--- src/rtl/isr_pkg.sv ---
package isr_pkg;
  localparam int VEC_NUM = 256;
  localparam int REG_W   = 32;
  localparam int LINES   = 4;
  localparam int GRP     = 8;
  localparam int LEG_LSB = 24;
  localparam int WORDS   = VEC_NUM / REG_W;
  localparam int WORD_AW = $clog2(WORDS);
  localparam int VEC_AW  = $clog2(VEC_NUM);
  localparam int GRP_AW  = $clog2(GRP);
  localparam int IDX_W   = VEC_AW - GRP_AW;
  localparam int ADDR_W  = WORD_AW + 2;
  localparam int BIT_AW  = $clog2(REG_W);

  typedef enum logic [1:0] {
    MODE_S1  = 2'd0,
    MODE_S2  = 2'd1,
    MODE_S4  = 2'd2,
    MODE_RSV = 2'd3
  } stripe_e;

  typedef struct packed {
    logic                pendClr;
    logic                enWr;
    logic [WORD_AW-1:0]  word;
    logic [REG_W-1:0]    data;
  } strobe_t;

  typedef struct packed {
    stripe_e             mode;
    logic                highHalf;
    logic [IDX_W-1:0]    legIdx;
  } cfg_t;

  function automatic logic [REG_W-1:0] packCfg(cfg_t c);
    logic [REG_W-1:0] r;
    r = '0;
    r[1:0] = c.mode;
    r[2] = c.highHalf;
    r[LEG_LSB +: IDX_W] = c.legIdx;
    return r;
  endfunction

  function automatic cfg_t unpackCfg(logic [REG_W-1:0] w);
    cfg_t c;
    c.mode = stripe_e'(w[1:0]);
    c.highHalf = w[2];
    c.legIdx = w[LEG_LSB +: IDX_W];
    return c;
  endfunction

  function automatic int lineOf(int v, stripe_e m);
    case (m)
      MODE_S2: return (v / (VEC_NUM / 2)) * 2 + (v % 2);
      MODE_S4: return v % LINES;
      default: return v / (VEC_NUM / LINES);
    endcase
  endfunction

  function automatic logic [VEC_NUM-1:0] routeMask(stripe_e m, int line);
    logic [VEC_NUM-1:0] r;
    for (int v = 0; v < VEC_NUM; v++) r[v] = (lineOf(v, m) == line);
    return r;
  endfunction
endpackage

--- src/rtl/isr_ctrl.sv ---
module isr_ctrl
  import isr_pkg::*;
(
  input  logic              clk,
  input  logic              rstN,
  input  logic              regWrEn,
  input  logic [ADDR_W-1:0] regAddr,
  input  logic [REG_W-1:0]  regWdata,
  output strobe_t           strobe,
  output cfg_t              cfg
);
  logic [1:0]         region;
  logic [WORD_AW-1:0] word;
  logic               ctrlWr;
  cfg_t               cfgQ;

  assign region = regAddr[ADDR_W-1:WORD_AW];
  assign word   = regAddr[WORD_AW-1:0];

  always_comb begin
    strobe.pendClr = regWrEn && (region == 2'd0);
    strobe.enWr    = regWrEn && (region == 2'd1);
    strobe.word    = word;
    strobe.data    = regWdata;
    ctrlWr         = regWrEn && (region == 2'd2) && (word == '0);
  end

  always_ff @(posedge clk) begin
    if (!rstN) cfgQ <= '0;
    else if (ctrlWr) cfgQ <= unpackCfg(regWdata);
  end

  assign cfg = cfgQ;

  // a control write is visible on the next cycle
  p_cfg_load_r11: assert property (@(posedge clk) disable iff (!rstN)
    ctrlWr |=> (packCfg(cfg) == packCfg(unpackCfg($past(regWdata)))));

  // without a control write the configuration holds
  p_cfg_hold_r11: assert property (@(posedge clk) disable iff (!rstN)
    !ctrlWr |=> $stable(cfg));
endmodule

--- src/rtl/isr_datapath.sv ---
module isr_datapath
  import isr_pkg::*;
(
  input  logic               clk,
  input  logic               rstN,
  input  strobe_t            strobe,
  input  cfg_t               cfg,
  input  logic               setValid,
  input  logic [VEC_AW-1:0]  setIdx,
  input  logic [GRP-1:0]     legacyVec,
  input  logic [ADDR_W-1:0]  regAddr,
  output logic [REG_W-1:0]   regRdata,
  output logic [VEC_NUM-1:0] activeVec
);
  logic [VEC_NUM-1:0] pendQ, enQ, pendD, enD;
  logic [VEC_NUM-1:0] setMask, clrMask, legMask;
  logic [1:0]         rdRegion;
  logic [WORD_AW-1:0] rdWord;

  generate
    for (genvar v = 0; v < VEC_NUM; v++) begin : g_vec
      localparam int               WordOf = v / REG_W;
      localparam int               BitOf  = v % REG_W;
      localparam int               PosOf  = v % GRP;
      localparam logic [IDX_W-1:0] GrpOf  = IDX_W'(v / GRP);
      assign setMask[v] = setValid && (setIdx == VEC_AW'(v));
      assign clrMask[v] = strobe.pendClr && (strobe.word == WORD_AW'(WordOf))
                          && strobe.data[BitOf];
      assign legMask[v] = legacyVec[PosOf] && (cfg.legIdx == GrpOf);
      assign enD[v]     = (strobe.enWr && (strobe.word == WORD_AW'(WordOf)))
                          ? strobe.data[BitOf] : enQ[v];
    end
  endgenerate

  // setting has priority over a same-cycle clear
  assign pendD = (pendQ & ~clrMask) | setMask | legMask;

  always_ff @(posedge clk) begin
    if (!rstN) begin
      pendQ <= '0;
      enQ   <= '0;
    end else begin
      pendQ <= pendD;
      enQ   <= enD;
    end
  end

  assign activeVec = pendQ & enQ;

  assign rdRegion = regAddr[ADDR_W-1:WORD_AW];
  assign rdWord   = regAddr[WORD_AW-1:0];

  always_comb begin
    case (rdRegion)
      2'd0:    regRdata = pendQ[int'(rdWord) * REG_W +: REG_W];
      2'd1:    regRdata = enQ[int'(rdWord) * REG_W +: REG_W];
      2'd2:    regRdata = (rdWord == '0) ? packCfg(cfg) : '0;
      default: regRdata = '0;
    endcase
  end

  p_set_r2: assert property (@(posedge clk) disable iff (!rstN)
    setValid |=> pendQ[$past(setIdx)]);

  p_set_wins_r3: assert property (@(posedge clk) disable iff (!rstN)
    (setValid && strobe.pendClr && (strobe.word == setIdx[VEC_AW-1:BIT_AW])
     && strobe.data[setIdx[BIT_AW-1:0]]) |=> pendQ[$past(setIdx)]);

  p_clear_r3: assert property (@(posedge clk) disable iff (!rstN)
    (strobe.pendClr && !setValid && (legacyVec == '0))
    |=> ((pendQ[int'($past(strobe.word)) * REG_W +: REG_W] & $past(strobe.data)) == '0));

  p_legacy_smi_r10: assert property (@(posedge clk) disable iff (!rstN)
    legacyVec[0] |=> pendQ[{$past(cfg.legIdx), {GRP_AW{1'b0}}}]);
endmodule

--- src/rtl/isr_route.sv ---
module isr_route
  import isr_pkg::*;
(
  input  logic [VEC_NUM-1:0]   activeVec,
  input  stripe_e              mode,
  input  logic                 highHalf,
  output logic [2*LINES-1:0]   lines
);
  logic [LINES-1:0] hit;

  generate
    for (genvar l = 0; l < LINES; l++) begin : g_line
      localparam logic [VEC_NUM-1:0] MaskS1 = routeMask(MODE_S1, l);
      localparam logic [VEC_NUM-1:0] MaskS2 = routeMask(MODE_S2, l);
      localparam logic [VEC_NUM-1:0] MaskS4 = routeMask(MODE_S4, l);
      always_comb begin
        case (mode)
          MODE_S2: hit[l] = |(activeVec & MaskS2);
          MODE_S4: hit[l] = |(activeVec & MaskS4);
          default: hit[l] = |(activeVec & MaskS1);
        endcase
      end
    end
  endgenerate

  assign lines = highHalf ? {hit, {LINES{1'b0}}} : {{LINES{1'b0}}, hit};
endmodule

--- src/rtl/irq_stripe_router.sv ---
module irq_stripe_router
  import isr_pkg::*;
(
  input  logic              clk,
  input  logic              rstN,
  input  logic              setValid,
  input  logic [VEC_AW-1:0] setIdx,
  input  logic              smiIn,
  input  logic              nmiIn,
  input  logic              initIn,
  input  logic              intaIn,
  input  logic              intbIn,
  input  logic              intcIn,
  input  logic              intdIn,
  input  logic              regWrEn,
  input  logic [ADDR_W-1:0] regAddr,
  input  logic [REG_W-1:0]  regWdata,
  output logic [REG_W-1:0]  regRdata,
  output logic [2*LINES-1:0] intLine
);
  strobe_t            strobe;
  cfg_t               cfg;
  logic [GRP-1:0]     legacyVec;
  logic [VEC_NUM-1:0] activeVec;

  // group positions 7..0: INTD INTC INTB INTA unused INIT NMI SMI
  assign legacyVec = {intdIn, intcIn, intbIn, intaIn, 1'b0, initIn, nmiIn, smiIn};

  isr_ctrl u_ctrl (
    .clk(clk), .rstN(rstN), .regWrEn(regWrEn), .regAddr(regAddr),
    .regWdata(regWdata), .strobe(strobe), .cfg(cfg)
  );

  isr_datapath u_dp (
    .clk(clk), .rstN(rstN), .strobe(strobe), .cfg(cfg),
    .setValid(setValid), .setIdx(setIdx), .legacyVec(legacyVec),
    .regAddr(regAddr), .regRdata(regRdata), .activeVec(activeVec)
  );

  isr_route u_route (
    .activeVec(activeVec), .mode(cfg.mode), .highHalf(cfg.highHalf),
    .lines(intLine)
  );

  p_idle_r4: assert property (@(posedge clk) disable iff (!rstN)
    (activeVec == '0) |-> (intLine == '0));

  p_half_low_r9: assert property (@(posedge clk) disable iff (!rstN)
    !cfg.highHalf |-> (intLine[2*LINES-1:LINES] == '0));

  p_half_high_r9: assert property (@(posedge clk) disable iff (!rstN)
    cfg.highHalf |-> (intLine[LINES-1:0] == '0));

  p_one_line_r5: assert property (@(posedge clk) disable iff (!rstN)
    ($countones(activeVec) == 1) |-> ($countones(intLine) == 1));
endmodule

--- config.mk ---
export PLATFORM = sky130hd
export DESIGN_NAME = irq_stripe_router
export DESIGN_NICKNAME = d
export VERILOG_FILES = /design/src/rtl/isr_pkg.sv /design/src/rtl/isr_ctrl.sv /design/src/rtl/isr_datapath.sv /design/src/rtl/isr_route.sv /design/src/rtl/irq_stripe_router.sv
export SDC_FILE = /design/constraint.sdc
export NUM_CORES = 2
export LEC_CHECK = 0
export ABC_AREA = 1
export BUFFER_PORTS_ARGS = -buffer_cell sky130_fd_sc_hd__buf_2
export CAP_MARGIN = 20
export CORE_MARGIN = 2
export CORE_UTILIZATION = 60
export CTS_CLUSTER_DIAMETER = 120
export CTS_CLUSTER_SIZE = 28
export DETAILED_ROUTE_END_ITERATION = 8
export PLACE_DENSITY = 0.78
export SYNTH_ARGS = -nofsm -noshare
export SYNTH_HDL_FRONTEND = slang
export SYNTH_SLANG_ARGS = --single-unit
--- constraint.sdc ---
create_clock -name clk -period 2.9 [get_ports clk]
set_input_delay 0.435 -clock clk [delete_from_list [all_inputs] [get_ports clk]]
set_output_delay 0.435 -clock clk [all_outputs]
set_load 0.02 [all_outputs]
Word-level counts from Yosys, hierarchy flattened:

Index checks and enable logic that the tools add are counted.

* bits of input ports: 56
* register bits: 520
* output and inout bits: 40
* logic and storage cells: 1095

* muxes and demuxes: 7
* shifts and indexed selects: 2
* bitwise operators: 5
* reduce and logical (&&, ||, !) cells: 772
* equality and inequality tests: 297

Operator list (count)
* $eq A8 B8 Y1 const B: 128
* $reduce_or A64 Y1: 12
* $logic_and A1 B1 Y1: 756
* $and A256 B256 Y256: 2
* $eq A8 B7 Y1 const B: 64
* $or A256 B256 Y256: 2
* $shiftx A256 B9 Y32: 2
* $eq A8 B6 Y1 const B: 32
* $not A256 Y256: 1
* $eq A8 B5 Y1 const B: 16
* $pmux W32 S3: 1
* $eq A5 B5 Y1 const B: 16
* $eq A8 B4 Y1 const B: 8
* $eq A5 B4 Y1 const B: 8
* $eq A8 B3 Y1 const B: 4
* $mux W29: 1
* $eq A5 B3 Y1 const B: 4
* $eq A8 B2 Y1 const B: 2
* $eq A3 B3 Y1 const B: 4
* $eq A5 B2 Y1 const B: 2
* $eq A8 B1 Y1 const B: 1
* $logic_not A8 Y1: 1
* $mux W8: 1
* $pmux W1 S2: 4
* 8 further kinds: 11

Depth between registers and ports, before layout:

* depth after elaboration: 8
* mapped depth: 11
* gate-level depth less buffers: 10

Modules after synthesis:

From an unflattened synthesis, not the netlist that was laid out.

* cell total of the unflattened synthesis: 4908
* area, all modules: 29759.8 um2

Modules (own cells, without submodules)
* isr_datapath: seq. area each 10249.8 um2, cells each 4484, times used 1, area an instance 27795.4 um2
* isr_route: seq. area each 0.0 um2, cells each 329, times used 1, area an instance 1321.3 um2
* isr_ctrl: seq. area each 160.2 um2, cells each 94, times used 1, area an instance 639.4 um2
* irq_stripe_router: seq. area each 0.0 um2, cells each 1, times used 1, area an instance 3.8 um2

Least setup slack after synthesis:

OpenSTA, ideal clock, no wires.

* path type: input to output
* from: in regAddr[4]
* to: out regRdata[4]
* stages on the path: 11
* required time: 2.465 ns
* buffers on the path: 3
* path slack: 0.572 ns
* arrival: 1.893 ns
* path through: buf_2 > nor2_4 > inv_2 > buf_2 > clkbuf_1 > nand2_1 > nand3_1 > nand3_1 > nor3_1 > a21oi_1 > nor2_1

* longest elaborated chain between the ends: 2
* elaborated cells between the ends (all ways): 4
* those cells by class: 2 x eq/ne; 1 x mux; 1 x reduce/logical

Ends and longest elaborated chain
* from (decl): RTL line irq_stripe_router.sv:16 `input logic [ADDR_W-1:0] regAddr,`
* $eq A2 B2 Y1 (tied with other cells): RTL line isr_datapath.sv:54 `case (rdRegion)`
* $pmux W32 S3 *: RTL line isr_datapath.sv:54
* to (decl): RTL line irq_stripe_router.sv:18 `output logic [REG_W-1:0] regRdata,`

Every way passes the cells marked *; elsewhere a longest branch is shown, timed or not.

Final worst setup path:

* from: reg u_ctrl.cfgQ, in the netlist u_ctrl.cfg[6]
* to: out intLine[7]

* longest elaborated chain between the ends: 3
* elaborated cells between the ends (all ways): 4
* those cells by class: 2 x eq/ne; 2 x mux

Ends and longest elaborated chain
* from (decl): RTL line isr_ctrl.sv:15 `cfg_t cfgQ;`
* from (signal assigned): RTL line isr_ctrl.sv:30 `else if (ctrlWr) cfgQ <= unpackCfg(regWdata);`
* $eq A2 B2 Y1 or $eq A2 B1 Y1 (tied branches): RTL line isr_route.sv:17 `case (mode)`
* $pmux W1 S2 *: RTL line isr_route.sv:17
* $mux W8 *: RTL line isr_route.sv:26 `assign lines = highHalf ? {hit, {LINES{1'b0}}} : {{LINES{1'b0}}, hit};`
* to (decl): RTL line irq_stripe_router.sv:19 `output logic [2*LINES-1:0] intLine`

Marks and branches as above.

==> flow_summary.json <==
{
  "wl_per_cell_um": 24.4,
  "fmax_ghz": 0.348,
  "antenna_found_initial": 2,
  "relSlewSlack_pct": 24.7,
  "totalWireLength_um": 113000,
  "overflow": 0,
  "slowest_stage": "dfxtp_2",
  "insertion_delay_ns": 0.61,
  "dpl.hpwl_um": 73200,
  "viasPerCell": 6.58,
  "ys_types": 25,
  "p_seq_share_pct": 57.4,
  "dieArea_um2": 45300,
  "area.growth.synth_to_final_pct": 8.96,
  "synth_cells": 4083,
  "crit_path_max_incr_delay_ns": 0.37,
  "drt_iter0_drc": 5600,
  "crit_fanout": 5,
  "arrival_ns": 2.44,
  "start_util_pct": 60.7,
  "r2r_start": "u_ctrl.cfg[0]",
  "cts_tree": "built",
  "power_per_cell_area_nw_per_um2": 444,
  "synth_common_cells": "nand2_1, o21ai_0, dfxtp_1, a21oi_1, a31oi_1",
  "p_switching_mw": 3.61,
  "synth_flop_cell": "dfxtp_1",
  "period_minus_slack_ns": 2.87,
  "synth.net_count": 4141,
  "cts-root-buf": "clkbuf_16",
  "p_clk_share_pct": 30.4,
  "cts_made_buffers": 22,
  "std_cell_rows": 76,
  "nNetsFinal": 4119,
  "gp_congestion": 1.03,
  "grt_pass1_wl_um": 166000,
  "yosysMostFrequentCell": "nand2_1",
  "combPwrFrac_pct": 12.2,
  "timing_hold_violations_final": 0,
  "crit_top_cell": "nor2_1",
  "ys_ff_latch": 520,
  "finalSetupViolCount": 0,
  "total_power_mw": 12.7,
  "drtAntennaViolNets": 0,
  "post_cts.repair.setup_buffers": 0,
  "drc": 0,
  "fin_crit_sh_pct": 99.0,
  "vdd_ir_drop_max_mv": 0.490,
  "hold_buffers": 0,
  "grt_max_degree": 131,
  "clk_path_buf_depth": 3,
  "worst_slew_pin_slew_ns": 1.13,
  "syn_area_per_cell_um2": 6.40,
  "yosysWarnings": 0,
  "power_switching_share_pct": 28.5,
  "synth_edf_count": 0,
  "h-tree-depth": 1,
  "hp-start": "rstN",
  "maxCapViolCount": 0,
  "hp-class": "in -> reg",
  "firstDrtPassIters": 6,
  "p_leak_nw": 10.5,
  "fin_util_pct": 66.1,
  "yosysSeqAreaShare_pct": 39.8,
  "crit_chain": "inv_1, ha_4, nand2_1, nor2_1, nand4_1, nor3_2, nand3b_1, nand2_2, nor2_1, buf_2",
  "yosys.area.top_type": "dfxtp_1",
  "crit_family": "simple AND/OR/NAND/NOR gates",
  "via_count": 30568,
  "placed_cells": 4622,
  "clk_pin_slew_worst_paths_ns": 0.12,
  "startpoint_type": "flip-flop",
  "path_class": "reg -> out",
  "grt_use_total_pct": 49.0,
  "clock_sinks": 520,
  "die_y_um": 213,
  "internal_power_mw": 9.04,
  "synth_top_area_share_pct": 39.8,
  "synth.area.top_cells": "dfxtp_1, nand2_1, o21ai_0",
  "chipWidth_um": 213,
  "synth-async-reset-ratio_pct": 0,
  "finClkSkew_ns": 0.0220,
  "finalNonFillerCells": 4647,
  "cp_data_required_time_ns": 2.47,
  "ios": 96,
  "grt_pass1_vias": 27482,
  "status": "complete, no violations",
  "cp.buffers_inverters": 2,
  "core-area_um2": 43100,
  "end_kind": "output port",
  "syn-cell-area_um2": 26100,
  "maxSlewViolCount": 0,
  "drive_gt1_share_pct": 8.35,
  "io_buffers": 95,
  "crit_start": "u_ctrl.cfg[6]"
}
## worst min-delay path, delay by kind of cell
family	cells	cell delay (ns)
compound gates	2	0.12
buf+inv	1	0.14
## area by class of cell
class	instances	area, um^2
inverters	121	469
flip-flops and latches	520	10400
repair buffers	263	2080
diodes	1	2.50
clock buffers	23	576
well taps	585	732
fillers	4036	14600
clock inverters	1	16.3
multi-input cells	3133	14200
## routing by layer
layer  track usage, %  vias up  part of all wire [%]
li1                 -    13641                     -
met1             63.8    13766                    36
met2             68.2     2566                    39
met3             14.1      591                    16
met5                0        -                 0.024
met4             37.5        4                   9.0
## flip-flops by register name, summed over array words and instances, names as in the netlist
| register | flops |
|---|---|
| u_dp.pendQ | 256 |
| u_dp.enQ | 256 |
| u_ctrl.cfg | 8 |
## per-stage QoR
step           hold slack (ns)  cell area (um^2)  TNS, ns  setup slack, ns
4_1_cts                  0.124             28400        0           0.0140
2_1_floorplan            0.445             26100        0            0.572
5_1_grt                  0.129             28500  -0.0447          -0.0233
6_report                 0.120             28500        0           0.0277
3_3_place_gp             0.461             27800        0           0.0807
3_5_place_dp             0.465             27800        0           0.0562
## path summary, 6_finish.rpt
check	cells after the start	end	slack (ns)
max	10	intLine[7]	0.03
min	3	u_dp.enQ[139]	0.12
max reg2reg	6	u_dp.pendQ[40]	0.60
min reg2reg	2	u_dp.enQ[227]	0.49
## cell usage in the layout, fill, tap and decap left out, drive strengths merged
cell type and instances:
a21oi 394, a22oi 1, a31oi 246, and3 2, buf 263, clkbuf 23
clkinv 2, dfxtp 520, diode 1, ha 2, inv 120, nand2 1402
nand3 208, nand3b 1, nand4 27, nor2 214, nor3 49, nor4 3
o21ai 582, or2 2
## repair_timing
item / in CTS / in global routing
pin swaps: 0 / 4
setup endpoints to repair: 4 / 14
gates resized for setup: 2 / 31
hold endpoints to repair: 0 / 0
## cells by family after synthesis
family / synth area share (%)
and+or+nand+nor: 29.1
AOI/OAI and AO/OA: 24.6
DFF: 39.8
buffers and inverters: 6.35
adders and majority gates: 0.0957
## power by group through the flow
stage / Combinational, mW / Sequential (mW) / Clock (mW)
after floorplan: 0.797 / 7.40 / 0
after global placement: 1.44 / 7.42 / 0
after detailed placement: 1.44 / 7.42 / 0
after CTS: 1.45 / 7.25 / 3.79
after global routing: 1.58 / 7.27 / 4.02
final: 1.55 / 7.26 / 3.85
(Power assumes the default switching activity.)
